$ cat config.mk
export PLATFORM = sky130hd
export DESIGN_NAME = dual_path_bus_register
export DESIGN_NICKNAME = d
export VERILOG_FILES = /design/src/rtl/dual_path_bus_register.sv
export SDC_FILE = /design/constraint.sdc
export NUM_CORES = 1
export LEC_CHECK = 0
export BUFFER_PORTS_ARGS = -buffer_cell sky130_fd_sc_hd__buf_2
export CORE_ASPECT_RATIO = 0.75
export CORE_MARGIN = 4
export CORE_UTILIZATION = 48
export DETAILED_ROUTE_END_ITERATION = 6
export PLACE_DENSITY = 0.76
export SLEW_MARGIN = 20
export SYNTH_ARGS = -nofsm -noshare
export SYNTH_HDL_FRONTEND = slang
export SYNTH_SLANG_ARGS = --single-unit
$ cat constraint.sdc
create_clock -name clk -period 1.6 [get_ports clk]
set_input_delay 0.16 -clock clk [delete_from_list [all_inputs] [get_ports clk]]
set_output_delay 0.16 -clock clk [all_outputs]
set_load 0.1 [all_outputs]
$ cat src/rtl/dual_path_bus_register.sv
module dual_path_bus_register #(
  parameter int WIDTH = 18
) (
  input  logic             clk,
  input  logic             rst_n,
  input  logic [WIDTH-1:0] a_in,
  output logic [WIDTH-1:0] a_out,
  output logic             a_oe,
  input  logic [WIDTH-1:0] b_in,
  output logic [WIDTH-1:0] b_out,
  output logic             b_oe,
  input  logic             le_ab,
  input  logic             clk_ab,
  input  logic             oe_ab,
  input  logic             le_ba,
  input  logic             clk_ba,
  input  logic             oe_ba_n
);

  logic [WIDTH-1:0] ab_word, ba_word;
  logic             ab_lvl, ba_lvl;
  logic             ab_load, ba_load;

  assign ab_load = le_ab | (clk_ab & ~ab_lvl);
  assign ba_load = le_ba | (clk_ba & ~ba_lvl);

  always_ff @(posedge clk or negedge rst_n) begin
    if (!rst_n) begin
      ab_word <= '0;
      ab_lvl  <= 1'b0;
    end else begin
      ab_lvl <= clk_ab;
      if (ab_load) ab_word <= a_in;
    end
  end

  always_ff @(posedge clk or negedge rst_n) begin
    if (!rst_n) begin
      ba_word <= '0;
      ba_lvl  <= 1'b0;
    end else begin
      ba_lvl <= clk_ba;
      if (ba_load) ba_word <= b_in;
    end
  end

  assign b_out = le_ab ? a_in : ab_word;
  assign a_out = le_ba ? b_in : ba_word;
  assign b_oe  = oe_ab;
  assign a_oe  = ~oe_ba_n;

endmodule

==> metrics.cfg <==
[clock_tree]
tritoncts=built
max-clock-path-buffers=2
cts_max_level=2
cts_made_buffers=5
cts.sinks=38
clock_latency_ps=280
clockRootBuffer=clkbuf_8
clk_pin_slew_ps=80

[layout]
seq_area_um2=951
syn2layout_area_growth_pct=27.5
multi_input_area_um2=918
drive_gt1_share_pct=78.7
fin_util_pct=65.7
fin_area_mm2=0.00250
fill_cells=285
diodes=0
finalNonFillerCells=259
nNetsFinal=250

[grt]
grt_util_all_layers_pct=16.6
grt_pass1_wl_mm=6.66
grt_max_degree=21
grt_pass1_vias=1362
grt_overflow=0
antenna_found_initial=0

[critical_path]
crit_type=flip-flop to output port
start_kind=flip-flop
crit_path_max_incr_delay_ps=400
crit_chain=mux2_2, buf_2
crit_start=ab_word[2]
r2r-start=ba_lvl
timing.critical_path.buf_inv=1
cp.arrival_ps=1240
end_kind=output port
path_delay_family=flip-flops
cp.required_ps=1440
crit_fanout=2
cp_slowest_cell=dfrtp_1

[timing]
worst_slew_pin_slew_ps=497
maxSlewHeadroom_pct=67.1
final_hold_viol_count=0
period_minus_slack_ps=1400
fin_worst_skew_ps=3.65
setup_viol=0
drv_slew=0
tns_ps=0
whs_ps=34.3
period_share_pct=87.2
fmax_mhz=716
rsz0062_at_grt=no

[detailed_routing]
wl_mm=4.02
drc=0
vias_per_cell=4.92
num_vias=1275
post_drt_wl_per_cell_um=15.5
dr.pass1.iters=4
ant_nets=0
dr.first_iter.drc_count=46

[yosys]
synth_common_cells=mux2_2, dfrtp_1, mux2_4, inv_1
synth_ff_type=dfrtp_1
synth.most_common_cell=mux2_2
syn_inst=122
synth_top_area_share_pct=48.5
post_synth_main_area_contributors=dfrtp_1, mux2_2, mux2_4
yosys_warnings=0
synth.distinct_cells=9
postSynth.asyncResetShare_pct=100
syn_nets=166
ys_seq_area_share_pct=48.5
synth_area_mm2=0.00196
ys_seq_elements=38
synth-edff-count=0
yosysTopAreaCell=dfrtp_1
syn_avg_cell_area_um2=16.1

[die]
die_h_um=63.4
coreArea_mm2=0.00380
dieArea_mm2=0.00518
ios=82
fp.dieW_um=81.8
initial_utilization_pct=51.5
rows=19

[worst_hold_path]
hold_path_class=input pin to flip-flop
hp-start=clk_ba

[place]
port-buffer-count=79
gp_congestion=0.731
place_inst=250
postPlaceCellArea_mm2=0.00238
dp_hpwl_mm=3.02

[run_status]
status=finished clean

[power_and_ir_drop]
p_per_area_mw_per_mm2=1240
p_leak_nw=1.22
vdd_drop_max_mv=0.844

[run]
maxCapViolCount=0

==> cell type report <==
type                       count  share of cell area [%]
timing repair buffer          84                    17.9
inverter                       3                   0.450
clock buffer                   7                    3.05
tap                           52                    2.60
sequential                    38                    38.0
clock inverter                 1                    1.20
multi-input combinational     74                    36.7
==> cells by family after synthesis <==
group	Yosys count	share of synthesized area [%]
mux	72	45.2
compound gates	2	1.66
buf+inv	10	4.66
flops	38	48.5
==> cells in the final DEF, fill, tap and decap left out, drive strengths merged <==
master / synthesis / final
buf: 7 / 83
bufinv: 0 / 1
a21oi: 2 / 2
dlygate4sd3: 0 / 1
clkbuf: 0 / 7
dfrtp: 38 / 38
mux2: 72 / 72
inv: 3 / 3
==> report_power, final <==
| group | switching [W] | internal [W] | leakage [nW] |
|---|---|---|---|
| Sequential | 0.0000469 | 0.00105 | 0.444 |
| Clock | 0.000329 | 0.000467 | 0.0524 |
| Combinational | 0.000883 | 0.000310 | 0.722 |
| Total | 0.00126 | 0.00183 | 1.22 |
==> final timing paths <==
check | slack (ps) | cells past startpoint | endpoint
min in group asynchronous | 350 | 2 | ab_word[2]
max in group asynchronous | 630 | 3 | ba_word[3]
max reg2reg | 390 | 4 | ba_word[11]
min | 30 | 1 | ba_lvl
min reg2reg | 500 | 1 | ab_word[12]
max | 200 | 2 | b_out[2]
==> timing repair <==
action / CTS / global route
endpoints found under the setup margin: 0 / 0
hold buffers: 1 / 0
hold endpoints to repair: 19 / 0
resized for setup: 0 / 0
buffers inserted: 0 / 0
==> metal layers <==
layer	share of wire, %	global-route usage [%]	vias up
li1	-	-	601
met1	44	22.1	620
met2	47	25.5	48
met3	8.1	5.27	6
met4	1.0	5.60	0
met5	0	0	-
==> stage by stage <==
stage	setup slack [ps]	power [W]
2_1_floorplan	370	0.00213
3_3_place_gp	228	0.00229
3_5_place_dp	208	0.00231
4_1_cts	191	0.00312
5_1_grt	157	0.00323
6_report	204	0.00309
==> state kept, by name, indices dropped and copies added (netlist names) <==
register / flops
ab_lvl: 1
ba_lvl: 1
ab_word: 18
ba_word: 18
Power figures use the tool's default switching activity.
